[config.mk]
export PLATFORM = sky130hd
export DESIGN_NAME = lcd_seg_core
export DESIGN_NICKNAME = d
export VERILOG_FILES = /design/src/rtl/lcd_seg_core.sv
export SDC_FILE = /design/constraint.sdc
export NUM_CORES = 1
export LEC_CHECK = 0
export BUFFER_PORTS_ARGS = -buffer_cell sky130_fd_sc_hd__buf_2
export CAP_MARGIN = 10
export CORE_MARGIN = 3
export CORE_UTILIZATION = 40
export CTS_CLUSTER_DIAMETER = 200
export CTS_CLUSTER_SIZE = 25
export DETAILED_ROUTE_END_ITERATION = 8
export GPL_ROUTABILITY_DRIVEN = 1
export HOLD_SLACK_MARGIN = 0.15
export PLACE_DENSITY = 0.59
export SLEW_MARGIN = 25
export SYNTH_ARGS = -nofsm -noshare
export SYNTH_HDL_FRONTEND = slang
export SYNTH_SLANG_ARGS = --single-unit
[constraint.sdc]
create_clock -name clk -period 1.2 [get_ports clk]
set_input_delay 0.06 -clock clk [delete_from_list [all_inputs] [get_ports clk]]
set_output_delay 0.06 -clock clk [all_outputs]
set_load 0.03 [all_outputs]
[src/rtl/lcd_seg_core.sv]
module lcd_seg_core #(
  parameter int NSEG = 38,
  parameter int TAP  = 38,
  parameter int DIVW = 8
) (
  input  logic            clk,
  input  logic            rst_n,
  input  logic            sdi,
  input  logic            sck,
  input  logic            cs_n,
  input  logic            load,
  input  logic            dclk,
  input  logic            self_osc,
  output logic            sdo,
  output logic [NSEG-1:0] seg,
  output logic            bp
);
  localparam int TIDX = TAP - 1;

  logic            sck_q, dclk_q, sdo_q;
  logic            sck_fall, sck_rise, dclk_rise;
  logic [NSEG-1:0] sr, lat;
  logic [DIVW-1:0] div;

  assign sck_fall  = sck_q & ~sck;
  assign sck_rise  = ~sck_q & sck;
  assign dclk_rise = ~dclk_q & dclk;

  always_ff @(posedge clk) begin
    if (!rst_n) begin
      sck_q  <= 1'b0;
      dclk_q <= 1'b0;
    end else begin
      sck_q  <= sck;
      dclk_q <= dclk;
    end
  end

  always_ff @(posedge clk) begin
    if (!rst_n)                   sr <= '0;
    else if (sck_fall && !cs_n)   sr <= {sr[NSEG-2:0], sdi};
  end

  always_ff @(posedge clk) begin
    if (!rst_n)        sdo_q <= 1'b0;
    else if (sck_rise) sdo_q <= sr[TIDX];
  end

  always_ff @(posedge clk) begin
    if (!rst_n)    lat <= '0;
    else if (load) lat <= sr;
  end

  always_ff @(posedge clk) begin
    if (!rst_n)         div <= '0;
    else if (dclk_rise) div <= div + 1'b1;
  end

  assign sdo = sdo_q;
  assign bp  = self_osc ? div[DIVW-1] : dclk_q;
  assign seg = lat ^ {NSEG{bp}};
endmodule

* Yosys cells after proc, flatten, opt, wreduce, memory -nomap -nowiden
Index checks and enable logic that the tools add are counted.
** Cells by class
- Reduce and logical (&&, ||, !) cells :: 2
- Bitwise operators :: 7
- Add/subtract/negate cells :: 1
- Mux-type cells :: 1
** Operator list (number)
- $xor A38 B38 Y38 :: 1
- $add A8 B1 Y8 const B :: 1
- $and A1 B1 Y1 :: 3
- $not A1 Y1 :: 3
- $logic_and A1 B1 Y1 :: 1
- $logic_not A1 Y1 :: 1
- $mux W1 :: 1
** Word-level totals
- Word-level logic and storage cells :: 17
- Bits in registers :: 87
- Output and inout bits :: 40
- Input port bits :: 8

* Logic depth before layout (Yosys ltp)
Gate-level depths: netlist of the first run.
- Depth in word-level cells :: 3
- Mapped depth :: 5
- Gate-level depth less buffers :: 4

* Least setup slack after synthesis of the first run
OpenSTA, ideal clock, no wires.
- Path type :: reg-to-output
- Start point :: register dclk_q
- End point :: output port seg[28]
- Setup slack :: -182 ps
- Data required time :: 1140 ps
- Arrival time :: 1322 ps
- Path buffers :: 2
- Stages on the path, launching flop included :: 5
- Path through :: dfxtp_1 > mux2i_1 > buf_4 > buf_4 > xnor2_1
** On the way
- Word-level cells in the longest chain between the ends :: 2
** RTL lines
- start: declaration :: line 20 : logic sck_q, dclk_q, sdo_q;
- start signal: assignment :: line 35 : dclk_q <= dclk;
- $mux W1 :: line 60 : assign bp = self_osc ? div[DIVW-1] : dclk_q;
- $xor A38 B38 Y38 :: line 61 : assign seg = lat ^ {NSEG{bp}};
- end: declaration :: line 15 : output logic [NSEG-1:0] seg,
No other way between the ends.

* Final worst setup path of the first run
- Start point :: register dclk_q
- End point :: output port seg[19]
Same word-level chain as after synthesis.

==> summary.md, run 1 <==
| Metric | Value |
|---|---|
| Status | complete, but fails checks |
| Failing checks | negative setup slack |
| CP Launch Type | flip-flop |
| H-Tree Level Count | 3 |
| Layout net count | 455 |
| Crit-path max FO | 6 |
| Die Area | 0.00982 mm² |
| Ranking of synthesized cells by area | dfxtp_1 50%, mux2i_1 12%, xnor2_1 10%, nand2_1 8.3%, a21oi_1 6.2% |
| Cell area after synthesis | 0.00347 mm² |
| Setup TNS | -13.96 ns |
| RSZ-0062 raised after global routing | yes |
| Initial antenna violation count | 0 |
| Cell variety after synth | 27 |
| Num CTS Buffers | 9 |
| Mapped Cells | 380 |
| Commonest cells after routing, fill and taps aside | 83 x dfxtp_1, 64 x nand2_1, 42 x nor2_1 |
| Synth Net Count | 389 |
| Fin crit period | 1.58 ns |
| Post-route setup slack | -0.385 ns |
| Max Fclk | 0.631 GHz |
| Ys Warns | 0 |
| Layout overhead on the synthesized area | 44.9% |
| First-pass GRT wire length | 11400 µm |
| Simple-gate portion of the synthesized area | 16.1% |
| Vias per cell | 4.75 |
| Hold Vio Cnt, Final | 0 |
| Port buffer count | 47 |
| Clk_lat worst skew | 0.34 ns |
| Worst slew pin tran | 0.286 ns |
| Routed via count | 2642 |
| Final Total Pwr | 6.21 mW |
| XOR/XNOR share of the synthesized area | 10.1% |
| # clock sinks | 87 |
| Final setup fails | 46 |
| Vias in the first global route | 2464 |
| Max-Cap Viols | 0 |
| Power Density | 1240 mW/mm² |
| Post-route ant nets | 0 |
| Slew Limit Fails | 0 |
| Row count | 33 |
| Core area | 0.00830 mm² |
| Clock root cell | clkbuf_8 |
| Die Height | 99.1 µm |
| Static Leak | 2.07 nW |
| Largest family of logic cells by synthesized area | simple AND/OR/NAND/NOR gates |
| Fill cells | 691 |
| Starting Density | 41.8% |
| Core Util, Final | 60.5% |
| Yosys top cell by area | dfxtp_1 |
| Routability cong. | 0.718 |
| CP required | 1.14 ns |
| Wire per inst | 12.8 µm |
| Total grt overflow | 0 |
| WS Path Type | reg2out |
| Adder-Cell Fraction of Synth Area | 0.361% |
| Total track usage | 14.2% |
| Layout cells sized above 1 | 34.8% |
| Min-Delay Path Class | in2reg |
| Post-Route WL | 7130 µm |
| Commonest non-fill, non-tap cell in the layout | dfxtp_1 |
| Largest net degree at the start of global routing | 49 |
| DP HPWL | 4270 µm |
| Initial drt markers | 81 |
| Yosys reg bits | 87 |
| Top cell type's share of synthesized area | 50.3% |
| Crit end category | output port |
| Crit share post-route | 132% |
| I/O pin cnt | 48 |
| CTS tree | yes |
| Die width | 99.1 µm |
| Syn Area/Cell | 9.12 µm² |
| Compound-Gate Fraction of Synth Area | 7.00% |
| Clk buf depth | 2 |
| VDD IR max | 0.757 mV |
| DRC viols | 0 |
| N_diodes | 0 |
| Seq/Total Area, Yosys | 50.3% |
| Mux cell area share after synthesis | 11.8% |
| DR pass1 iterations | 4 |
| Post-DP Area | 0.00407 mm² |
| Worst Clk Skew | 0.00608 ns |
| Clk pin slew, worst setup/hold paths | 0.08 ns |
| Crit path DAT | 1.52 ns |
| Fin area | 0.00502 mm² |
| Slew headroom | 81.0% |
## repair_timing
action,4_1_cts,5_1_grt
resized for setup,73,70
hold endpoints to repair,4,0
hold buffers,6,0
setup endpoints to repair,50,81
cloned,1,2
pin swaps,4,25
buffers inserted,4,5
## Yosys cell counts, drive strengths merged
library cell and instances:
a21oi 43, xnor2 40, nand4 1, nand2 77, mux2i 41, or4 1, or3 4, inv 4
o21ai 4, clkbuf 9, nand3 1, nor2b 1, and2 2, dfxtp 87, nand2b 1, or3b 1
buf 16, nand3b 1, nor2 42, o31ai 1, nor3b 1, ha 1, nand4b 1
## area by class of cell
class                           instances  area [µm²]  area share (%)
Clock inverter                          5         128            2.54
Inverter                                4        15.0           0.299
Multi-Input combinational cell        264        1990            39.7
Clock buffer                           11         151            3.01
Timing Repair Buffer                   80         858            17.1
Tap cell                              105         131            2.62
Sequential cell                        87        1750            34.8
## state kept, by name, summed over array words and instances (netlist names)
register and cells:
sdo 1, sck_q 1, lat 38, div 8, sr 38, dclk_q 1
## routing by layer
metal  up-vias  global-route usage (%)  wire [µm]
li1       1370                       -          -
met1      1227                    17.3       3240
met2        36                    24.0       3520
met3         9                    4.39        265
met4         0                    4.10        106
met5         -                       0          0
## cells by family after synthesis
family	after synthesis
muxes	41
adders and majority gates	1
AOI/OAI and AO/OA	48
and+or+nand+nor	134
buffers and inverters	29
xor gates and xnor gates	40
DFF	87
## metrics by stage
step                hold WS [ns]  std cells  setup WS (ns)
finish                     0.207        556         -0.385
global route               0.219        556         -0.459
floorplan                  0.182        380         -0.182
CTS                        0.194        551         -0.378
global placement           0.307        524        -0.0246
detailed placement         0.309        524        -0.0623
## worst paths after layout
| check | startpoint | end | slack [ns] | depth (start not counted) |
|---|---|---|---|---|
| max reg2reg | dclk_q$_SDFF_PN0_ | div[5]$_SDFFE_PN0P_ | -0.27 | 6 |
| max | dclk_q$_SDFF_PN0_ | seg[19] | -0.38 | 6 |
| min | cs_n | sr[26]$_SDFFE_PN0P_ | 0.21 | 5 |
| min reg2reg | sr[6]$_SDFFE_PN0P_ | sr[7]$_SDFFE_PN0P_ | 0.47 | 2 |
## report_power, final
| part | leakage, nW | internal [mW] | total [mW] | switching, mW |
|---|---|---|---|---|
| clock | 0.136 | 1.71 | 2.70 | 0.989 |
| sequential | 0.703 | 2.90 | 2.91 | 0.00967 |
| combinational | 1.23 | 0.282 | 0.611 | 0.328 |
## worst max-delay path: stages, from the launching register on
cell and delay, ns:
dfxtp_2 0.34, mux2i_4 0.17, buf_6 0.13, buf_6 0.12
buf_12 0.15, xnor2_2 0.12, buf_6 0.15
Power figures use the tool's default switching activity.
==> run 2, diff against run 1 <==
--- a/config.mk
+++ b/config.mk
@@ -14,7 +14,8 @@
 export DETAILED_ROUTE_END_ITERATION = 8
 export GPL_ROUTABILITY_DRIVEN = 1
 export HOLD_SLACK_MARGIN = 0.15
-export PLACE_DENSITY = 0.59
+export PLACE_DENSITY = 0.72
+export REMOVE_ABC_BUFFERS = 1
 export SLEW_MARGIN = 25
 export SYNTH_ARGS = -nofsm -noshare
 export SYNTH_HDL_FRONTEND = slang
==> run 2 against run 1 <==
The flow still finishes with violations (negative setup slack). Core utilization grew 0.42 points. Routed wire length grew 21%. Combinational power is essentially flat. Sequential cell count is the same. Clock power shrank 8.9%. Clock-buffer cell count shrank 2. Worst setup slack gained 0.0095 ns. Die area is the same. Largest cell class unchanged.
==> summary.md, run 2 (synthesis gave the netlist of run 1 again) <==
| Metric | Value |
|---|---|
| Initial drt markers | 85 |
| DR pass1 iterations | 4 |
| Max-Cap Viols | 0 |
| Port buffer count | 47 |
| Slew headroom | 81.0% |
| Die Area | 0.00982 mm² |
| Power Density | 1180 mW/mm² |
| First-pass GRT wire length | 11500 µm |
| Max Fclk | 0.635 GHz |
| Reg2reg setup slack | -0.30 ns |
| DP HPWL | 4120 µm |
| Crit share post-route | 131% |
| Routability cong. | 0.763 |
| Die Height | 99.1 µm |
| Routed via count | 2743 |
| Vias in the first global route | 2538 |
| H-Tree Level Count | 3 |
| Min-Delay Path Class | in2reg |
| Critical R2R Launch | dclk_q$_SDFF_PN0_ |
| Failing checks | negative setup slack |
| Slew Limit Fails | 0 |
| Wire per inst | 15.5 µm |
| Clk pin slew, worst setup/hold paths | 0.09 ns |
| N_diodes | 0 |
| Multi-input combinational cell area | 0.00206 mm² |
| Largest net degree at the start of global routing | 44 |
| Layout overhead on the synthesized area | 46.0% |
| CP required | 1.14 ns |
| Core area | 0.00830 mm² |
| Clk buf depth | 2 |
| Starting Density | 41.8% |
| Worst slew pin tran | 0.285 ns |
| Crit path DAT | 1.52 ns |
| DRC viols | 0 |
| Final hold slack | 0.223 ns |
| Fill cells | 682 |
| CP Launch Type | flip-flop |
| Post-route ant nets | 0 |
| # clock sinks | 87 |
| Worst Clk Skew | 0.0103 ns |
| Vias per cell | 4.92 |
| VDD IR max | 0.897 mV |
| RSZ-0062 raised after global routing | yes |
| Layout net count | 456 |
| Total grt overflow | 0 |
| Final setup fails | 83 |
| Initial antenna violation count | 0 |
| Metal3 WL | 340 µm |
| End point of the critical path | seg[34] |
| Hold Path Depth | 4 |
| Highest metal layer with signal wires | met4 |
| Post-route setup slack | -0.375 ns |
| Static Leak | 1.98 nW |
| Total track usage | 14.4% |
| Commonest cells after routing, fill and taps aside | 84 x dfxtp_1, 43 x buf_4, 42 x a21oi_2, 42 x nor2_1, 40 x mux2i_1 |
| Biggest regs | lat x38, sr x38, div x8 |
| Worst reg2reg path endpoint | div[3]$_SDFFE_PN0P_ |
| Fin crit period | 1.58 ns |
| Die width | 99.1 µm |
| Met2 wire length | 4220 µm |
| Clock root cell | clkbuf_8 |
| Clk_lat worst skew | 0.36 ns |
| I/O pin cnt | 48 |
| Crit-path max FO | 9 |
| Layout cells sized above 1 | 41.8% |
| Num CTS Buffers | 9 |
| Row count | 33 |
| CTS tree | yes |
| Metal1 wirelength | 3940 µm |
| Register area | 0.00175 mm² |
| Commonest non-fill, non-tap cell in the layout | dfxtp_1 |
| WS Path Type | reg2out |
| Final Total Pwr | 5.97 mW |
| Status | complete, but fails checks |
| Worst R2R Path Depth | 6 |
| Crit. Startpoint | dclk_q$_SDFF_PN0_ |
| Crit end category | output port |
| Hold Vio Cnt, Final | 0 |
| Post-Route WL | 8620 µm |
## run 2: cell types whose count changed in the layout (fill, tap and decap cells not counted), moves of 18 or more
cell | previous run | this run
buf_6 | 28 | 10
nand2_1 | 64 | 39
a21oi_2 | 18 | 42
xnor2_1 | 17 | 35
a21oi_1 | 25 | 1
buf_4 | 25 | 43
nand2_4 | 13 | 32
## run 2: critical path, cell delays in order, from the launching register on
cell and delay, ns:
dfxtp_2 0.35, mux2i_4 0.18, buf_4 0.17, clkbuf_16 0.16, xnor2_1 0.12, buf_4 0.18
## run 2: timing repair
action                     in CTS  in global routing
resized for setup              52                137
gates cloned                    1                 10
hold buffers                    5                  0
buffers inserted                4                  5
setup endpoints to repair      47                 84
hold endpoints to repair        5                  0
pin swaps                       4                 73
## run 2: how the worst min path moves through the flow
stage / from / end / slack, ns
finish: rst_n / lat[26]$_SDFFE_PN0P_ / 0.22
global route: rst_n / lat[26]$_SDFFE_PN0P_ / 0.22
detailed placement: sdi / sr[0]$_SDFFE_PN0P_ / 0.33
floorplan: dclk / dclk_q$_SDFF_PN0_ / 0.18
global placement: sdi / sr[0]$_SDFFE_PN0P_ / 0.31
CTS: rst_n / lat[17]$_SDFFE_PN0P_ / 0.18
## run 2: power breakdown
group	internal, mW	leakage, nW	switching [mW]
sequential	2.90	0.702	0.00964
clock	1.39	0.120	1.07
combinational	0.260	1.16	0.350
total	4.55	1.98	1.43
## run 2: metrics by stage
stage	instances	utilization [%]	setup TNS (ns)	instance area, µm²	worst slack (ns)
detailed placement	519	46.9	-0.263	3890	-0.0682
global route	557	61.0	-21.21	5060	-0.443
global placement	519	46.9	-0.0360	3890	-0.0114
CTS	545	52.7	-14.72	4380	-0.397
floorplan	355	-	-181.03	3330	-2.76
finish	557	61.0	-16.85	5060	-0.375
## run 2: layout make-up
cell class,instances,share of cell area (%)
multi-input combinational,264,40.8
sequential,87,34.5
timing repair buffer,81,17.0
tap,105,2.60
clock buffer,9,2.45
clock inverter,7,2.37
inverter,4,0.297
## run 2: routing by layer
layer | global-route usage, % | vias to the layer above
li1 | - | 1372
met1 | 17.1 | 1307
met2 | 24.0 | 52
met3 | 4.25 | 12
met4 | 6.62 | 0
met5 | 0 | -
